--- src/rtl/mbx_irq_pkg.sv ---
package mbx_irq_pkg;
    typedef enum logic {
        FLAG_IDLE    = 1'b0,
        FLAG_PENDING = 1'b1
    } flag_state_e;

    localparam int NUM_PORTS = 2;
endpackage

--- src/rtl/mbx_evt_decode.sv ---
// Turns one port pair's strobes into set/clear events for the owner's flag.
module mbx_evt_decode #(
    parameter int               ADDR_W = 13,
    parameter logic [ADDR_W-1:0] BOX   = '1
) (
    input  logic [ADDR_W-1:0] own_addr,
    input  logic              own_en,
    input  logic              own_we,
    input  logic              own_oe,
    input  logic [ADDR_W-1:0] peer_addr,
    input  logic              peer_en,
    input  logic              peer_we,
    output logic              set_evt,
    output logic              clr_evt
);
    logic own_hit;
    logic peer_hit;

    always_comb begin
        own_hit  = (own_addr == BOX);
        peer_hit = (peer_addr == BOX);
        set_evt  = peer_en && peer_we && peer_hit;
        clr_evt  = own_en && own_oe && !own_we && own_hit;
    end
endmodule

--- src/rtl/mbx_flag_fsm.sv ---
// Two-state flag: RAISE on set, ACK on clear; set wins.
module mbx_flag_fsm
    import mbx_irq_pkg::*;
(
    input  logic clk,
    input  logic rst_n,
    input  logic set_evt,
    input  logic clr_evt,
    output logic irq_n
);
    flag_state_e state_q;
    flag_state_e state_d;

    always_ff @(posedge clk) begin
        if (!rst_n) begin
            state_q <= FLAG_IDLE;
        end else begin
            state_q <= state_d;
        end
    end

    always_comb begin
        state_d = state_q;
        unique case (state_q)
            FLAG_IDLE: begin
                if (set_evt) state_d = FLAG_PENDING;      // RAISE
            end
            FLAG_PENDING: begin
                if (clr_evt && !set_evt) state_d = FLAG_IDLE;  // ACK
            end
            default: state_d = FLAG_IDLE;
        endcase
    end

    always_comb begin
        irq_n = (state_q != FLAG_PENDING);
    end
endmodule

--- src/rtl/mbx_irq_flags.sv ---
module mbx_irq_flags
    import mbx_irq_pkg::*;
#(
    parameter int ADDR_W = 13
) (
    input  logic              clk,
    input  logic              rst_n,
    input  logic [ADDR_W-1:0] lt_addr,
    input  logic              lt_en,
    input  logic              lt_we,
    input  logic              lt_oe,
    input  logic [ADDR_W-1:0] rt_addr,
    input  logic              rt_en,
    input  logic              rt_we,
    input  logic              rt_oe,
    output logic              lt_irq_n,
    output logic              rt_irq_n
);
    // index 0 = left port, index 1 = right port
    localparam logic [ADDR_W-1:0] TOP_ADDR = '1;
    localparam logic [ADDR_W-1:0] LT_BOX   = TOP_ADDR - 1'b1;
    localparam logic [ADDR_W-1:0] RT_BOX   = TOP_ADDR;

    logic [NUM_PORTS-1:0][ADDR_W-1:0] p_addr;
    logic [NUM_PORTS-1:0]             p_en;
    logic [NUM_PORTS-1:0]             p_we;
    logic [NUM_PORTS-1:0]             p_oe;
    logic [NUM_PORTS-1:0]             p_set;
    logic [NUM_PORTS-1:0]             p_clr;
    logic [NUM_PORTS-1:0]             p_irq_n;

    always_comb begin
        p_addr[0] = lt_addr;  p_addr[1] = rt_addr;
        p_en[0]   = lt_en;    p_en[1]   = rt_en;
        p_we[0]   = lt_we;    p_we[1]   = rt_we;
        p_oe[0]   = lt_oe;    p_oe[1]   = rt_oe;
    end

    for (genvar i = 0; i < NUM_PORTS; i++) begin : g_port
        localparam int                PEER = NUM_PORTS - 1 - i;
        localparam logic [ADDR_W-1:0] BOX  = (i == 0) ? LT_BOX : RT_BOX;

        mbx_evt_decode #(
            .ADDR_W (ADDR_W),
            .BOX    (BOX)
        ) u_dec (
            .own_addr  (p_addr[i]),
            .own_en    (p_en[i]),
            .own_we    (p_we[i]),
            .own_oe    (p_oe[i]),
            .peer_addr (p_addr[PEER]),
            .peer_en   (p_en[PEER]),
            .peer_we   (p_we[PEER]),
            .set_evt   (p_set[i]),
            .clr_evt   (p_clr[i])
        );

        mbx_flag_fsm u_flag (
            .clk     (clk),
            .rst_n   (rst_n),
            .set_evt (p_set[i]),
            .clr_evt (p_clr[i]),
            .irq_n   (p_irq_n[i])
        );
    end

    assign lt_irq_n = p_irq_n[0];
    assign rt_irq_n = p_irq_n[1];
endmodule

--- config.mk ---
export PLATFORM = sky130hd
export DESIGN_NAME = mbx_irq_flags
export DESIGN_NICKNAME = d
export VERILOG_FILES = /design/src/rtl/mbx_irq_pkg.sv /design/src/rtl/mbx_evt_decode.sv /design/src/rtl/mbx_flag_fsm.sv /design/src/rtl/mbx_irq_flags.sv
export SDC_FILE = /design/constraint.sdc
export NUM_CORES = 1
export LEC_CHECK = 0
export ABC_AREA = 1
export BUFFER_PORTS_ARGS = -buffer_cell sky130_fd_sc_hd__clkbuf_2
export CORE_AREA = 8 8 45 47
export DETAILED_ROUTE_END_ITERATION = 12
export DIE_AREA = 0 0 53 55
export PLACE_DENSITY_LB_ADDON = 0.15
export SLEW_MARGIN = 20
export SYNTH_ARGS = -nofsm -noshare
export SYNTH_HDL_FRONTEND = slang
export SYNTH_HIERARCHICAL = 1
export SYNTH_SLANG_ARGS = --single-unit
--- constraint.sdc ---
create_clock -name clk -period 0.8 [get_ports clk]
set_input_delay 0.04 -clock clk [delete_from_list [all_inputs] [get_ports clk]]
set_output_delay 0.04 -clock clk [all_outputs]
set_load 0.02 [all_outputs]
==> results of run 1 <==
per-layer routing:
metal / global-route usage / vias up / wire length [µm]
met5: 0 / - / 0
met4: 0.0517 / 0 / 0
met3: 0.0241 / 0 / 71
met2: 0.117 / 17 / 536
met1: 0.0923 / 200 / 479
li1: - / 303 / -
logic make-up (layout without fill, tap and decap cells):
| group | Yosys count | after routing | synth area share |
|---|---|---|---|
| buf+inv | 14 | 53 | 0.157 |
| compound gates | 2 | 2 | 0.0522 |
| simple gates | 60 | 60 | 0.672 |
| flops | 2 | 2 | 0.119 |
power groups by stage:
stage          registers [mW]  logic [mW]  clock network (mW)
2_1_floorplan           0.102      0.0509                   0
3_3_place_gp            0.102       0.150                   0
3_5_place_dp            0.102       0.151                   0
4_1_cts                 0.100       0.151               0.240
5_1_grt                 0.100       0.173               0.250
6_report                0.100       0.150               0.222
Yosys cell counts, drive strengths merged:
master,count
a21oi,2
dfxtp,2
inv,14
nand2,40
nor2,20
cell type report:
cell class,instances,share of cell area
Tap cell,16,0.0350
Timing Repair Buffer,36,0.335
Multi-Input combinational cell,62,0.425
Sequential cell,2,0.0744
Inverter,14,0.0919
Clock buffer,3,0.0394
worst min-delay path by stage:
stage	slack, ns	end	startpoint	depth (start not counted)
after floorplan	0.16	g_port[0].u_flag/state_q	rst_n	2
after global placement	0.27	g_port[1].u_flag/state_q	rst_n	3
after detailed placement	0.27	g_port[1].u_flag/state_q	rst_n	3
after CTS	0.03	g_port[0].u_flag/state_q	rst_n	3
after global routing	0.03	g_port[1].u_flag/state_q	rst_n	3
final	0.03	g_port[0].u_flag/state_q	rst_n	3
placed cells by master, fill, tap and decap left out, drive strengths merged:
master,n
clkbuf,36
dfxtp,2
buf,3
nor2,20
inv,14
nand2,40
a21oi,2
timing repair:
| action | 4_1_cts | 5_1_grt |
|---|---|---|
| setup buffers | 0 | 1 |
| cloned | 0 | 0 |
| endpoints found under the setup margin | 1 | 2 |
| gates resized for setup | 2 | 5 |
worst max-delay path, stage by stage, from the launching register on:
cell,delay [ns]
dfxtp_2,0.31
inv_1,0.03
buf_4,0.14
per-stage QoR:
stage	hold WS (ns)	setup WS [ns]
final	0.0344	0.0527
after global routing	0.0312	0.00660
after CTS	0.0262	0.0129
after detailed placement	0.272	0.0845
after global placement	0.270	0.0849
after floorplan	0.162	0.250
==> impl_metrics.py, run 1 <==
metrics = {
    "status": {
        "status": "finished, final reports clean",
    },
    "critical_path": {
        "crit_path_end_kind": "output port",
        "crit_type": "reg2out",
        "crit_path_end": "rt_irq_n",
        "reg2reg_depth": 3,
        "critical_path.max_fanout": 2,
        "crit_required_ns": 0.76,
        "timing.rr.end": "g_port[0].u_flag/state_q",
        "worst_r2r_startpoint": "g_port[0].u_flag/state_q",
        "startpoint_type": "flop",
        "crit_arrival_ns": 0.71,
        "regToRegSetupSlack_ns": 0.15,
        "crit_start": "g_port[1].u_flag/state_q",
    },
    "drt": {
        "drc": 0,
        "wl_per_cell_um": 8.18,
        "ant_nets": 0,
        "vias": 520,
        "initialDrtViolationCount": 9,
        "drt_wl_total_mm": 1.09,
        "viasPerCell": 3.91,
        "dr.pass1.iters": 2,
    },
    "synth": {
        "yosys.area.top_type_share": 0.448,
        "synth_cell_types": 5,
        "synth_nets": 112,
        "synth-seq-cells": 2,
        "synth_warnings": 6,
        "syn_avg_cell_area_um2": 4.30,
        "synth_area_leader_cell": "nand2_1",
        "synth_area_um2": 335,
        "postSynthCellCount": 78,
        "yosys-top-cells-area": "nand2_1, nor2_1, inv_1",
        "ys_seq_area_frac": 0.119,
    },
    "floorplan": {
        "ios": 36,
        "die_w_um": 53,
        "die_area_um2": 2920,
        "start_util": 0.242,
        "core.rowCount": 14,
        "die_h_um": 55,
        "core_um2": 1380,
    },
    "layout": {
        "syn_to_final_growth_pct": 70.5,
        "nets": 153,
        "biggestRegsByFlops": "g_port.u_flag/state_q: 2 flops",
        "final_cells": 133,
        "final_layout_size_suffix_gt1_frac": 0.368,
        "n_antenna_cell": 0,
        "multiInputGateArea_um2": 243,
        "design_area_um2": 572,
        "regMostFlops": "g_port.u_flag/state_q",
        "fillers": 165,
        "fin_util": 0.413,
        "largest_reg_flops": 2,
        "ff_latch_area_um2": 42.5,
    },
    "sta": {
        "finalCritPeriodShare": 0.934,
        "rsz0062_at_grt": "false",
        "worst_pin_slew_ns": 0.0953,
        "setup_viol": 0,
        "tns_ns": 0,
        "fin_crit_ns": 0.747,
        "fin_worst_skew_ns": 0,
        "maxSlewHeadroom": 0.936,
        "slew_violations": 0,
        "hold_violations": 0,
        "fmax_mhz": 1340,
    },
    "clock_network": {
        "cts_tree": "built",
        "cts.htree.levels": 1,
        "cts_sinks": 2,
        "ctsHoldBuffers": 0,
        "cts_buffers": 3,
        "clockBufferDepth": 2,
        "cts_root_buffer": "clkbuf_4",
        "clkLatencyLatePin_ns": 0.22,
        "clkTransAtPathRegs_ns": 0.03,
    },
    "power": {
        "p_per_area_nw_per_um2": 826,
        "swShare": 0.265,
        "p_sw_mw": 0.125,
        "p_leak_nw": 0.322,
        "finalPower_mw": 0.472,
        "power.internal_mw": 0.347,
        "pwr-share-clk": 0.471,
        "seqPwrFrac": 0.213,
        "irDropWorstVdd_uv": 283,
        "pwr-share-comb": 0.317,
    },
    "placed_design": {
        "placed_area_um2": 531,
        "place.gp.congestion": 0.677,
        "port_buffers": 35,
        "dp_cells": 129,
        "dp_hpwl_mm": 1.01,
    },
    "grt": {
        "antenna_found_initial": 0,
        "grt_overflow": 0,
        "track_usage": 0.0775,
        "grt_pass1_wl_mm": 1.75,
        "grt_start_max_net_pins": 3,
        "grt_pass1_vias": 496,
    },
    "flow_run": {
        "cap_violations": 0,
    },
    "worst_hold_path": {
        "hold_class": "in2reg",
    },
}
No activity file was read; power rests on OpenSTA's default activity.
==> run 2: changes to the inputs <==
SLEW_MARGIN = 10   (was 20)
clock period = 0.9 ns   (was 0.8 ns; I/O delays follow)
==> run 2 against run 1 <==
- combinational power down 11%
- non-clock buffer count down 1
- utilization down 1.4 points
- cell area down 3.3%
- sequential power down 11%
- critical path depth unchanged
- die area unchanged
- worst setup slack better by 0.064 ns
- sequential share of layout area down 0.20 points
- sequential cell count unchanged
- global-route usage down 0.11 points
- critical path type unchanged
- largest power group unchanged
==> impl_metrics.py, run 2 (synthesis results as in run 1) <==
metrics = {
    "sta": {
        "hold_violations": 0,
        "worst_pin_slew_ns": 0.121,
        "finalCritPeriodShare": 0.871,
        "fin_worst_skew_ns": 0,
        "fmax_mhz": 1280,
        "holdWs_ns": 0.0464,
        "tns_ns": 0,
        "setup_viol": 0,
        "slew_violations": 0,
        "rsz0062_at_grt": "false",
        "fin_ws_ns": 0.116,
        "fin_crit_ns": 0.784,
        "maxSlewHeadroom": 0.920,
    },
    "floorplan": {
        "core_um2": 1380,
        "ios": 36,
        "core.rowCount": 14,
        "start_util": 0.242,
        "die_h_um": 55,
        "die_area_um2": 2920,
        "die_w_um": 53,
    },
    "clock_network": {
        "cts_setup_buffers": 0,
        "clkLatencyLatePin_ns": 0.22,
        "cts_root_buffer": "clkbuf_4",
        "cts.htree.levels": 1,
        "cts_tree": "built",
        "cts_sinks": 2,
        "post_cts_resize_count": 0,
        "ctsHoldBuffers": 0,
        "clockBufferDepth": 2,
        "cts_buffers": 3,
        "clkTransAtPathRegs_ns": 0.03,
    },
    "placed_design": {
        "port_buffers": 35,
        "place.gp.congestion": 0.677,
        "dp_hpwl_mm": 1.01,
        "placed_area_um2": 531,
        "place_ws_ns": 0.179,
    },
    "critical_path": {
        "startpoint_type": "flop",
        "crit_required_ns": 0.85,
        "crit_arrival_ns": 0.74,
        "crit_type": "reg2out",
        "critical_path.max_fanout": 2,
        "crit_path_end_kind": "output port",
    },
    "grt": {
        "grt_overflow": 0,
        "track_usage": 0.0764,
        "grt_start_max_net_pins": 3,
        "grt_pass1_vias": 493,
        "grt_pass1_wl_mm": 1.72,
        "antenna_found_initial": 0,
    },
    "layout": {
        "layout_common_cells": "nand2_1, clkbuf_2, nor2_1",
        "final_common_cell": "nand2_1",
        "design_area_um2": 553,
        "regMostFlops": "g_port.u_flag/state_q",
        "syn_to_final_growth_pct": 64.9,
        "final_layout_size_suffix_gt1_frac": 0.345,
        "largest_reg_flops": 2,
        "biggestRegsByFlops": "g_port.u_flag/state_q: 2 flops",
        "fin_util": 0.400,
        "n_antenna_cell": 0,
        "nets": 152,
    },
    "power": {
        "p_leak_nw": 0.313,
        "irDropWorstVdd_uv": 253,
        "p_per_area_nw_per_um2": 759,
    },
    "flow_run": {
        "cap_violations": 0,
    },
    "drt": {
        "initialDrtViolationCount": 7,
        "viasPerCell": 3.92,
        "dr.pass1.iters": 2,
        "vias": 518,
        "drc": 0,
        "ant_nets": 0,
        "wl_per_cell_um": 8.22,
        "drt_wl_total_mm": 1.09,
    },
    "status": {
        "status": "finished, final reports clean",
    },
    "worst_hold_path": {
        "hold_class": "in2reg",
    },
}
run 2: path summary, 6_finish.rpt:
path / slack [ns] / to / start / cells past startpoint
setup / recovery: 0.12 / lt_irq_n / g_port[0].u_flag/state_q / 2
hold reg to reg: 0.47 / g_port[1].u_flag/state_q / g_port[1].u_flag/state_q / 2
setup reg to reg: 0.35 / g_port[0].u_flag/state_q / g_port[0].u_flag/state_q / 2
hold / removal: 0.05 / g_port[0].u_flag/state_q / rst_n / 3
run 2: area by class of cell:
cell class | count | area (µm²)
Clock buffer | 3 | 22.5
Multi-Input combinational cell | 62 | 243
Tap cell | 16 | 20.0
Fill cell | 163 | 831
Sequential cell | 2 | 40.0
Inverter | 14 | 52.6
Timing Repair Buffer | 35 | 175
run 2: worst max-delay path, cell delays in order, from the launching register on:
cell and delay, ns:
dfxtp_1 0.33, inv_1 0.04, clkbuf_2 0.14
run 2: metal layers:
| metal | part of all wire | track usage | vias up |
|---|---|---|---|
| li1 | - | - | 301 |
| met1 | 0.44 | 0.0893 | 200 |
| met2 | 0.49 | 0.117 | 17 |
| met3 | 0.065 | 0.0241 | 0 |
| met4 | 0 | 0.0517 | 0 |
| met5 | 0 | 0 | - |
run 2: metrics by stage:
step	std cells	power, mW
floorplan	78	0.136
global placement	129	0.224
detailed placement	129	0.225
CTS	132	0.437
global route	132	0.465
finish	132	0.420
run 2: power by group:
group | internal [mW] | switching, mW
clock | 0.147 | 0.0502
sequential | 0.0894 | 0.00000243
combinational | 0.0722 | 0.0607
